File: config.mk
export PLATFORM = sky130hd
export DESIGN_NAME = keyed_wdt
export DESIGN_NICKNAME = d
export VERILOG_FILES = /design/src/rtl/kwdt_pkg.sv /design/src/rtl/kwdt_prescaler.sv /design/src/rtl/kwdt_counter.sv /design/src/rtl/kwdt_ctrl.sv /design/src/rtl/keyed_wdt.sv
export SDC_FILE = /design/constraint.sdc
export NUM_CORES = 1
export LEC_CHECK = 0
export BUFFER_PORTS_ARGS = -buffer_cell sky130_fd_sc_hd__clkbuf_2
export CAP_MARGIN = 15
export CORE_ASPECT_RATIO = 1.1
export CORE_MARGIN = 10
export CORE_UTILIZATION = 52
export CTS_BUF_LIST = sky130_fd_sc_hd__clkbuf_4 sky130_fd_sc_hd__clkbuf_8
export CTS_CLUSTER_DIAMETER = 40
export DETAILED_ROUTE_END_ITERATION = 6
export PLACE_DENSITY = 0.78
export REMOVE_ABC_BUFFERS = 1
export SLEW_MARGIN = 20
export SYNTH_ARGS = -nofsm -noshare
export SYNTH_HDL_FRONTEND = slang
export SYNTH_SLANG_ARGS = --single-unit
File: constraint.sdc
create_clock -name clk -period 1.9 [get_ports clk]
set_clock_uncertainty 0.1 [all_clocks]
set_input_delay 0.38 -clock clk [delete_from_list [all_inputs] [get_ports clk]]
set_output_delay 0.38 -clock clk [all_outputs]
set_load 0.1 [all_outputs]
File: src/rtl/kwdt_pkg.sv
package kwdt_pkg;
  localparam logic [7:0] KEY_COUNT = 8'h5A;
  localparam logic [7:0] KEY_CTRL  = 8'hA5;
  localparam int CKS_W     = 3;
  localparam int BIT_EN    = 7;
  localparam int BIT_MODE  = 6;
  localparam int BIT_FLAG  = 4;

  typedef struct packed {
    logic             en;
    logic             wd_mode;
    logic             flag;
    logic [CKS_W-1:0] cks;
  } ctrl_t;
endpackage

File: src/rtl/kwdt_prescaler.sv
module kwdt_prescaler #(
  parameter int BASE_LOG2 = 5,
  parameter int CKS_W     = 3
) (
  input  logic             clk,
  input  logic             rst,
  input  logic             run,
  input  logic             restart,
  input  logic [CKS_W-1:0] cks,
  output logic             tick
);
  localparam int MAXSH = (1 << CKS_W) - 1;
  localparam int PRE_W = BASE_LOG2 + MAXSH;
  localparam logic [PRE_W-1:0] ONES = {PRE_W{1'b1}};

  logic [PRE_W-1:0] phase;
  logic [PRE_W-1:0] term;

  // terminal count = divide ratio - 1, a right-shifted run of ones
  assign term = ONES >> (CKS_W'(MAXSH) - cks);
  assign tick = run && (phase == term);

  always_ff @(posedge clk) begin
    if (rst || !run || restart) phase <= '0;
    else if (tick)              phase <= '0;
    else                        phase <= phase + 1'b1;
  end
endmodule

File: src/rtl/kwdt_counter.sv
module kwdt_counter #(
  parameter int W = 8
) (
  input  logic         clk,
  input  logic         rst,
  input  logic         load,
  input  logic [W-1:0] load_val,
  input  logic         tick,
  output logic [W-1:0] count,
  output logic         wrap
);
  assign wrap = tick && !load && (&count);

  always_ff @(posedge clk) begin
    if (rst)       count <= '0;
    else if (load) count <= load_val;
    else if (tick) count <= count + 1'b1;
  end
endmodule

File: src/rtl/kwdt_ctrl.sv
module kwdt_ctrl
  import kwdt_pkg::*;
(
  input  logic       clk,
  input  logic       rst,
  input  logic       wr_ok,
  input  logic [7:0] wbyte,
  input  logic       wrap,
  output ctrl_t      ctrl,
  output logic       cks_change,
  output logic [7:0] csr_byte,
  output logic       rst_req,
  output logic       irq
);
  ctrl_t nxt;

  assign cks_change = wr_ok && (wbyte[CKS_W-1:0] != ctrl.cks);

  always_comb begin
    nxt = ctrl;
    if (wr_ok) begin
      nxt.en      = wbyte[BIT_EN];
      nxt.wd_mode = wbyte[BIT_MODE];
      nxt.cks     = wbyte[CKS_W-1:0];
      nxt.flag    = ctrl.flag && wbyte[BIT_FLAG];
    end
    if (wrap) nxt.flag = 1'b1;
  end

  always_comb begin
    csr_byte = '0;
    csr_byte[BIT_EN]      = ctrl.en;
    csr_byte[BIT_MODE]    = ctrl.wd_mode;
    csr_byte[BIT_FLAG]    = ctrl.flag;
    csr_byte[CKS_W-1:0]   = ctrl.cks;
  end

  always_ff @(posedge clk) begin
    if (rst) begin
      ctrl    <= '0;
      rst_req <= 1'b0;
      irq     <= 1'b0;
    end else begin
      ctrl    <= nxt;
      rst_req <= wrap && ctrl.wd_mode;
      irq     <= nxt.flag && !nxt.wd_mode;
    end
  end
endmodule

File: src/rtl/keyed_wdt.sv
module keyed_wdt
  import kwdt_pkg::*;
#(
  parameter int BASE_LOG2 = 5
) (
  input  logic        clk,
  input  logic        rst,
  input  logic        wr_en,
  input  logic        wr_sel,
  input  logic [15:0] wr_data,
  input  logic        rd_sel,
  output logic [7:0]  rd_data,
  output logic        wdt_rst_req,
  output logic        wdt_irq
);
  localparam int CNT_W = 8;

  logic       cnt_wr, ctl_wr, tick, wrap, cks_change;
  logic [CNT_W-1:0] count;
  logic [7:0] csr_byte;
  ctrl_t      ctrl;

  assign cnt_wr = wr_en && !wr_sel && (wr_data[15:8] == KEY_COUNT);
  assign ctl_wr = wr_en &&  wr_sel && (wr_data[15:8] == KEY_CTRL);

  kwdt_prescaler #(.BASE_LOG2(BASE_LOG2), .CKS_W(CKS_W)) u_pre (
    .clk(clk), .rst(rst), .run(ctrl.en), .restart(cks_change),
    .cks(ctrl.cks), .tick(tick)
  );

  kwdt_counter #(.W(CNT_W)) u_cnt (
    .clk(clk), .rst(rst), .load(cnt_wr), .load_val(wr_data[CNT_W-1:0]),
    .tick(tick), .count(count), .wrap(wrap)
  );

  kwdt_ctrl u_ctl (
    .clk(clk), .rst(rst), .wr_ok(ctl_wr), .wbyte(wr_data[7:0]), .wrap(wrap),
    .ctrl(ctrl), .cks_change(cks_change), .csr_byte(csr_byte),
    .rst_req(wdt_rst_req), .irq(wdt_irq)
  );

  always_ff @(posedge clk) begin
    if (rst) rd_data <= '0;
    else     rd_data <= rd_sel ? csr_byte : count;
  end
endmodule

### Word level (Yosys, flattened, before mapping)

Index checks and enable logic that the tools add are counted.
Widths: inputs -> output; s select.

| storage, ports and cells | value |
|---|---|
| bits in registers | 36 |
| bits in latches | 0 |
| RAM bits | 0 |
| bits in read-only memories | 0 |
| input port bits | 21 |
| output and inout bits | 10 |
| word-level logic and storage cells | 44 |
| memories kept | 0 |

| operators by class | value |
|---|---|
| add/subtract/negate cells | 3 |
| $mul | 0 |
| div/mod/pow operators | 0 |
| $lt $le $gt $ge | 0 |
| equality and inequality tests | 4 |
| shifts and indexed selects | 1 |
| muxes and demuxes | 5 |
| bitwise gates (word level) | 0 |
| reduce and logical (&&, ||, !) cells | 21 |

Operators with widths:

| cell | count |
|---|---|
| $mux 8 | 3 |
| $add 12x1->12 const B | 1 |
| $eq 12x12->1 | 1 |
| $shr 12x3->12 const A | 1 |
| $logic_and 1x1->1 | 11 |
| $add 8x1->8 const B | 1 |
| $eq 8x7->1 const B | 1 |
| $eq 8x8->1 const B | 1 |
| $reduce_and 8->1 | 1 |
| $mux 5 | 1 |
| $logic_not 1->1 | 4 |
| $reduce_or 2->1 | 2 |
| $ne 3x3->1 | 1 |
| $sub 3x3->3 const A | 1 |
| $logic_or 1x1->1 | 2 |
| $reduce_bool 2->1 | 1 |
| $mux 1 | 1 |

### Logic depth before layout (Yosys ltp)

Gate-level depths: netlist (run 1).

| logic depth | value |
|---|---|
| depth in word-level cells | 8 |
| depth in mapped cells | 8 |

### Modules after synthesis

A second synthesis (run 1) with hierarchy kept.

| second synthesis, totals | value |
|---|---|
| cell total of the unflattened synthesis | 208 |
| area, all modules | 1,855.5 um2 |

By module, submodules not included:

| module | instances | cells each | area each (um2) |
|---|---|---|---|
| kwdt_prescaler | 1 | 82 | 669.4 |
| kwdt_counter | 1 | 55 | 456.7 |
| kwdt_ctrl | 1 | 39 | 377.9 |
| keyed_wdt | 1 | 32 | 351.6 |

### Least setup slack after synthesis (run 1)

Ideal clock, no wire load.

| timing | value |
|---|---|
| path type | input -> register |
| start point | input wr_data[12] |
| end point | register u_pre.phase[10] |
| arrival | 1,762 ps |
| required time | 1,683 ps |
| path slack | -79 ps |
| stages on the path | 6 |
| cell sequence | nand4bb_1 -> nor4_2 -> o31ai_1 -> o2111ai_1 -> buf_2 -> nor2_1 |

| on the way | value |
|---|---|
| word-level cells in the longest chain between the ends | 5 |

Ends and longest elaborated chain:

| item | RTL line | RTL |
|---|---|---|
| from (decl) | keyed_wdt.sv:10 | `input logic [15:0] wr_data,` |
| $eq 8x8->1 | keyed_wdt.sv:24 | `assign ctl_wr = wr_en && wr_sel && (wr_data[15:8] == KEY_CTRL);` |
| $logic_and 1x1->1 | keyed_wdt.sv:24 |  |
| $logic_and 1x1->1 | kwdt_ctrl.sv:17 | `assign cks_change = wr_ok && (wbyte[CKS_W-1:0] != ctrl.cks);` |
| $logic_or 1x1->1 | kwdt_prescaler.sv:24 | `if (rst \|\| !run \|\| restart) phase <= '0;` |
| $reduce_or 2->1 (no source line) | n/a |  |
| to (signal assigned) | kwdt_prescaler.sv:26 | `else phase <= phase + 1'b1;` |
| to (decl) | kwdt_prescaler.sv:16 | `logic [PRE_W-1:0] phase;` |

Every way passes these cells.
A chain may end at the register's enable or synchronous reset.

### Final worst setup path (run 1)

| timing | value |
|---|---|
| start point | register u_ctl.csr_byte[2] (netlist name) |
| end point | register u_pre.phase[4] |

| on the way | value |
|---|---|
| word-level cells in the longest chain between the ends | 5 |
| elaborated cells on any way between the ends | 8 |
| those cells by class | 1 x add/sub; 2 x eq/ne; 1 x shift; 4 x reduce/logical |

Ends and longest elaborated chain:

| item | RTL line | RTL |
|---|---|---|
| $sub 3x3->3 | kwdt_prescaler.sv:20 | `assign term = ONES >> (CKS_W'(MAXSH) - cks);` |
| $shr 12x3->12 | kwdt_prescaler.sv:20 |  |
| $eq 12x12->1 | kwdt_prescaler.sv:21 | `assign tick = run && (phase == term);` |
| $logic_and 1x1->1 | kwdt_prescaler.sv:21 |  |
| $reduce_or 2->1 (no source line) (*) | n/a |  |

Every way passes the cells marked *; elsewhere a longest branch is shown, timed or not.

==> results.sh, run 1 <==
export IMPL_status="complete, no violations"
export IMPL_syn2layout_area_growth_pct=28.48
export IMPL_max_stage_delay_ns=0.39
export IMPL_crit_type="flop to flop"
export IMPL_grt_pass1_wl_mm=8.010
export IMPL_cts_root_buf="clkbuf_4"
export IMPL_fin_nets=290
export IMPL_placed_cells=307
export IMPL_wl_per_cell_microns=15.65
export IMPL_endpoint_kind="flop"
export IMPL_ys_ff_latch=36
export IMPL_crit_path_cell_trace="buf_6 > and4bb_2 > nor2_2 > o2bb2ai_4 > buf_4 > o2111ai_2 > buf_12 > nor2_1"
export IMPL_synth_ff_type="dfxtp_1"
export IMPL_synthTopCellsByArea="dfxtp_1 38%, xor2_1 6.0%, mux2i_1 5.8%, nor2_1 5.5%, nand3_1 4.2%"
export IMPL_rsz0062_at_grt="yes"
export IMPL_numCtsBuffers=5
export IMPL_slew_headroom_pct=63.67
export IMPL_gr_total_overflow=0
export IMPL_max_freq_mhz=535.4
export IMPL_grt_max_degree=13
export IMPL_antenna_cells=0
export IMPL_cts_htree_levels=2
export IMPL_drive_gt1_share_pct=33.96
export IMPL_holdWs_ns=0.1723
export IMPL_grtUsageTotal_pct=14.62
export IMPL_dp_hpwl_mm=3.601
export IMPL_portBuffers=30
export IMPL_finalSetupViolations=0
export IMPL_fillCellCount=275
export IMPL_dieWidth_microns=77.61
export IMPL_synth_cell_types=53
export IMPL_clk_latency_ns=0.35
export IMPL_grt_pass1_vias=1825
export IMPL_tritoncts="yes"
export IMPL_yosysTopAreaCell="dfxtp_1"
export IMPL_syn_area_sq_um=1898
export IMPL_finalCritPeriodShare_pct=98.30
export IMPL_holdPathEnd="u_cnt.count[4]$_SDFFE_PP0P_"
export IMPL_netlist_instances=212
export IMPL_synth_most_common_cell="dfxtp_1"
export IMPL_layout_min_cycle_time_ns=1.868
export IMPL_tightest_slew_ns=0.5473
export IMPL_irDropWorstVdd_mv=0.3624
export IMPL_ys_seq_area_share_pct=37.97
export IMPL_core_area_sq_um=3413
export IMPL_antenna_found_initial=0
export IMPL_async_flop_share_pct=0
export IMPL_drc=0
export IMPL_worstPathArrival_ns=2.06
export IMPL_timing_final_hold_violations=0
export IMPL_dpl_instance_area_sq_um=2271
export IMPL_reg2reg_from="u_ctl.csr_byte[2]$_SDFFE_PP0P_"
export IMPL_drv_cap=0
export IMPL_p_total_mw=1.373
export IMPL_io_pins=31
export IMPL_vias=1820
export IMPL_slew_viol_final=0
export IMPL_gp_congestion=0.8720
export IMPL_hold_depth=3
export IMPL_drt_iter0_markers=301
export IMPL_cts_sink_count=36
export IMPL_clkSlewWorstSetupHoldPaths_ns=0.11
export IMPL_hp_start="wr_data[4]"
export IMPL_start_util_pct=55.61
export IMPL_firstDrtPassIters=4
export IMPL_startpoint_type="flop"
export IMPL_worst_path_max_fanout=12
export IMPL_vias_per_cell=5.759
export IMPL_rows=22
export IMPL_r2r_end="u_pre.phase[4]$_SDFF_PP0_"
export IMPL_r2r_slack_ns=0.03
export IMPL_finalNonFillerCells=316
export IMPL_die_h_microns=83.37
export IMPL_synth_warnings=0
export IMPL_p_leak_nw=1.017
export IMPL_die_area_sq_um=6470
export IMPL_synth_top_area_share_pct=37.97
export IMPL_fin_area_sq_um=2439
export IMPL_synth_enable_flop_cells=0
export IMPL_clk_path_buf_depth=2
export IMPL_totalWireLength_mm=4.944
export IMPL_slowest_stage="dfxtp_4"
export IMPL_r2r_cells=8
export IMPL_synthTopCellsByCount="36 x dfxtp_1, 28 x nor2_1, 16 x nand3_1"
export IMPL_p_per_area_nw_per_um2=563.0
export IMPL_hold_class="primary input to flop"
export IMPL_syn_area_per_cell_sq_um=8.953
export IMPL_cp_data_required_time_ns=2.09
export IMPL_postRouteAntennaNets=0
-- layout make-up --
class	count	area, sq um	share of cell area [%]
clock buffer	6	45.04	1.847
tap	48	60.06	2.463
clock inverter	2	35.03	1.437
timing repair buffer	60	395.4	16.21
sequential	36	729.5	29.91
multi-input combinational	159	1155	47.36
inverter	5	18.77	0.7696
-- metal layers --
metal | track usage [%] | wire length [microns] | vias up
met5 | 0 | 0 | -
met4 | 5.281 | 86 | 0
met3 | 4.095 | 261 | 7
met2 | 26.11 | 2618 | 52
met1 | 15.79 | 1977 | 876
li1 | - | - | 885
-- timing repair --
item                       CTS  global route
pin swaps                    0             3
buffers inserted             0             1
resized for setup            5            17
setup endpoints to repair   20             9
hold buffers                 0             0
-- worst max-delay path: cells and delay by family, from the launching register on --
kind | cells | cell delay, ns
and+or+nand+nor | 3 | 0.50
DFF | 1 | 0.39
AOI/OAI and AO/OA | 2 | 0.32
buffers and inverters | 3 | 0.50
-- flip-flops by register name, summed over array words and instances (netlist names) --
name,count
u_cnt.count,8
u_ctl.csr_byte,6
rd_data,8
u_pre.phase,12
u_ctl.irq,1
u_ctl.rst_req,1
-- where the power goes --
part	switching, mW	internal (mW)	total, mW
clock network	0.258	0.290	0.548
logic	0.0381	0.0298	0.0679
registers	0.00227	0.755	0.757
total	0.298	1.07	1.37
-- cell families (layout without fill, tap and decap cells) --
kind of cell	count (synthesis)	in the layout	share of synthesized area, %
AOI/OAI and AO/OA	30	30	12.26
xor gates and xnor gates	16	16	7.383
adders and majority gates	2	2	1.318
buffers and inverters	17	73	4.548
DFF	36	36	37.97
muxes	11	11	5.801
and+or+nand+nor	100	100	30.72
-- how the worst max path moves through the flow --
stage                                        endpoint                      startpoint  slack, ns
after floorplan            u_pre.phase[10]$_SDFF_PP0_  u_ctl.csr_byte[2]$_SDFFE_PP0P_      -0.17
after global placement    u_cnt.count[3]$_SDFFE_PP0P_  u_ctl.csr_byte[2]$_SDFFE_PP0P_      -0.07
after global routing       u_pre.phase[10]$_SDFF_PP0_  u_ctl.csr_byte[2]$_SDFFE_PP0P_      -0.06
after CTS                 u_cnt.count[3]$_SDFFE_PP0P_  u_ctl.csr_byte[2]$_SDFFE_PP0P_     -0.009
final                       u_pre.phase[4]$_SDFF_PP0_  u_ctl.csr_byte[2]$_SDFFE_PP0P_       0.03
after detailed placement    u_pre.phase[4]$_SDFF_PP0_  u_ctl.csr_byte[2]$_SDFFE_PP0P_      -0.12
-- stage by stage --
stage	TNS (ns)	worst slack [ns]	util, %
4_1_cts	-0.009249	-0.009249	69.32
3_3_place_gp	-0.7830	-0.07045	66.53
2_1_floorplan	-2.242	-0.1723	-
3_5_place_dp	-1.645	-0.1241	66.53
5_1_grt	-0.4397	-0.05730	71.44
6_report	0	0.03236	71.44
-- layout by cell type (no fill, tap or decap), types with 2 or more instances in the layout --
cell type,instances
nand3_1,16
dfxtp_1,31
o311ai_1,2
nor3_1,3
o21ai_0,3
or4_1,2
a21oi_1,3
ha_1,2
nor4_2,2
inv_1,4
nor4bb_1,2
nor3b_1,2
a311oi_1,2
o21a_1,2
mux2i_1,11
nor2_1,28
xnor2_1,3
nor2_2,2
buf_6,2
nor4_1,2
a31oi_1,2
and3_1,7
nand2_1,8
nor2b_1,3
nand4_1,6
clkbuf_4,6
o31ai_1,3
a311o_1,2
and4_1,4
xor2_1,13
a21o_1,2
dfxtp_2,4
clkbuf_2,30
buf_4,27
No activity file was read; power rests on OpenSTA's default activity.
==> run 2, diff against run 1 <==
--- a/config.mk
+++ b/config.mk
@@ -15,7 +15,8 @@
 export DETAILED_ROUTE_END_ITERATION = 6
 export PLACE_DENSITY = 0.78
 export REMOVE_ABC_BUFFERS = 1
-export SLEW_MARGIN = 20
+export SETUP_SLACK_MARGIN = 0.05
+export SLEW_MARGIN = 25
 export SYNTH_ARGS = -nofsm -noshare
 export SYNTH_HDL_FRONTEND = slang
 export SYNTH_SLANG_ARGS = --single-unit
==> results.sh, run 2 (synthesized netlist as in run 1, its figures left out) <==
export IMPL_status="complete, no violations"
export IMPL_grt_pass1_wl_mm=8.183
export IMPL_slew_headroom_pct=63.67
export IMPL_portBuffers=30
export IMPL_grtUsageTotal_pct=14.95
export IMPL_cts_htree_levels=2
export IMPL_most_common_layout_cells="32 x dfxtp_1, 30 x clkbuf_2, 28 x nor2_1, 28 x buf_4, 16 x nand3_1"
export IMPL_tightest_slew_ns=0.5473
export IMPL_largest_register="u_pre.phase"
export IMPL_vias=1820
export IMPL_cp_data_required_time_ns=2.06
export IMPL_clk_path_buf_depth=2
export IMPL_p_leak_nw=1.008
export IMPL_die_h_microns=83.37
export IMPL_antenna_cells=0
export IMPL_die_area_sq_um=6470
export IMPL_firstDrtPassIters=4
export IMPL_numCtsBuffers=5
export IMPL_cts_root_buf="clkbuf_4"
export IMPL_reg2reg_from="u_ctl.csr_byte[2]$_SDFFE_PP0P_"
export IMPL_cts_sink_count=36
export IMPL_drc=0
export IMPL_crit_path_cell_trace="buf_6 > and4bb_2 > nor2_2 > o2bb2ai_2 > or4_1 > a311oi_1"
export IMPL_finalSetupViolations=0
export IMPL_worst_path_max_fanout=7
export IMPL_gp_congestion=0.8720
export IMPL_totalWireLength_mm=4.765
export IMPL_finalNonFillerCells=316
export IMPL_antenna_found_initial=0
export IMPL_core_area_sq_um=3413
export IMPL_finalCritPeriodShare_pct=97.75
export IMPL_worstPathArrival_ns=2.02
export IMPL_placed_cells=307
export IMPL_crit_type="flop to flop"
export IMPL_wl_per_cell_microns=15.08
export IMPL_drv_cap=0
export IMPL_clk_latency_ns=0.34
export IMPL_p_per_area_nw_per_um2=569.9
export IMPL_slowest_stage="or4_1"
export IMPL_clkSlewWorstSetupHoldPaths_ns=0.11
export IMPL_grt_pass1_vias=1862
export IMPL_hp_start="wr_data[4]"
export IMPL_gr_total_overflow=0
export IMPL_startpoint_type="flop"
export IMPL_timing_final_hold_violations=0
export IMPL_irDropWorstVdd_mv=0.3633
export IMPL_max_freq_mhz=538.4
export IMPL_endpoint_kind="flop"
export IMPL_top_regs="u_pre.phase (12), rd_data (8), u_cnt.count (8)"
export IMPL_start_util_pct=55.61
export IMPL_postRouteAntennaNets=0
export IMPL_tritoncts="yes"
export IMPL_dieWidth_microns=77.61
export IMPL_hold_class="primary input to flop"
export IMPL_rows=22
export IMPL_hold_buffers=0
export IMPL_slew_viol_final=0
export IMPL_drive_gt1_share_pct=32.84
export IMPL_crit_start="u_ctl.csr_byte[2]$_SDFFE_PP0P_"
export IMPL_drt_iter0_markers=175
export IMPL_io_pins=31
export IMPL_rsz0062_at_grt="yes"
export IMPL_final_common_cell="dfxtp_1"
export IMPL_syn2layout_area_growth_pct=26.37
export IMPL_vias_per_cell=5.759
export IMPL_dp_hpwl_mm=3.601
export IMPL_holdWs_ns=0.1819
export IMPL_fin_nets=290
export IMPL_max_stage_delay_ns=0.50
export IMPL_largest_register_ffs=12
export IMPL_grt_max_degree=13
export IMPL_layout_min_cycle_time_ns=1.857
==> run 2: path summary, 6_finish.rpt <==
kind,endpoint,slack (ns),depth (start not counted)
setup / recovery,u_cnt.count[3]$_SDFFE_PP0P_,0.04,6
hold / removal,u_cnt.count[4]$_SDFFE_PP0P_,0.18,3
setup reg to reg,u_cnt.count[3]$_SDFFE_PP0P_,0.04,6
hold reg to reg,u_ctl.rst_req$_SDFF_PP0_,0.41,1
==> run 2: repair_timing <==
| item | 4_1_cts | 5_1_grt |
|---|---|---|
| setup endpoints to repair | 21 | 20 |
| pin swaps | 4 | 0 |
| gates resized for setup | 9 | 6 |
| setup buffers | 1 | 0 |
==> run 2: report_power, final <==
part           switching [mW]  total [mW]  internal, mW  leakage [nW]
logic                  0.0372      0.0671        0.0299         0.670
clock network           0.252       0.542         0.290        0.0456
registers             0.00239       0.758         0.755         0.292
total                   0.292        1.37          1.08          1.01
==> run 2: metrics by stage <==
step | setup slack, ns | utilization, % | power [mW] | TNS (ns) | area [sq um]
after detailed placement | -0.1241 | 66.53 | 0.8425 | -1.645 | 2271
after CTS | 0.04009 | 69.65 | 1.378 | 0 | 2377
after floorplan | -0.1723 | - | 0.7971 | -2.242 | 1831
after global placement | -0.07045 | 66.53 | 0.8396 | -0.7830 | 2271
after global routing | -0.06113 | 70.27 | 1.408 | -0.3718 | 2399
final | 0.04278 | 70.27 | 1.367 | 0 | 2399
==> run 2: final cells by class <==
cell class / count / area (sq um)
fill: 283 / 1015
timing repair buffer: 60 / 391.6
multi-input combinational: 159 / 1120
inverter: 5 / 18.77
clock buffer: 6 / 45.04
tap: 48 / 60.06
sequential: 36 / 728.2
clock inverter: 2 / 35.03
==> run 2: worst max-delay path, delay by kind of cell (launching register included) <==
kind                   cells  cell delay [ns]
AND/OR/NAND/NOR            3             0.79
flip-flops                 1             0.41
AO/OA/AOI/OAI              2             0.34
buffers and inverters      1             0.13
==> run 2: per-layer routing <==
layer	part of all wire, %	vias up	global-route usage, %
met5	0	-	0
met4	2.4	0	6.436
met3	5.4	15	4.310
met2	53	60	26.26
met1	39	867	16.04
li1	-	878	-
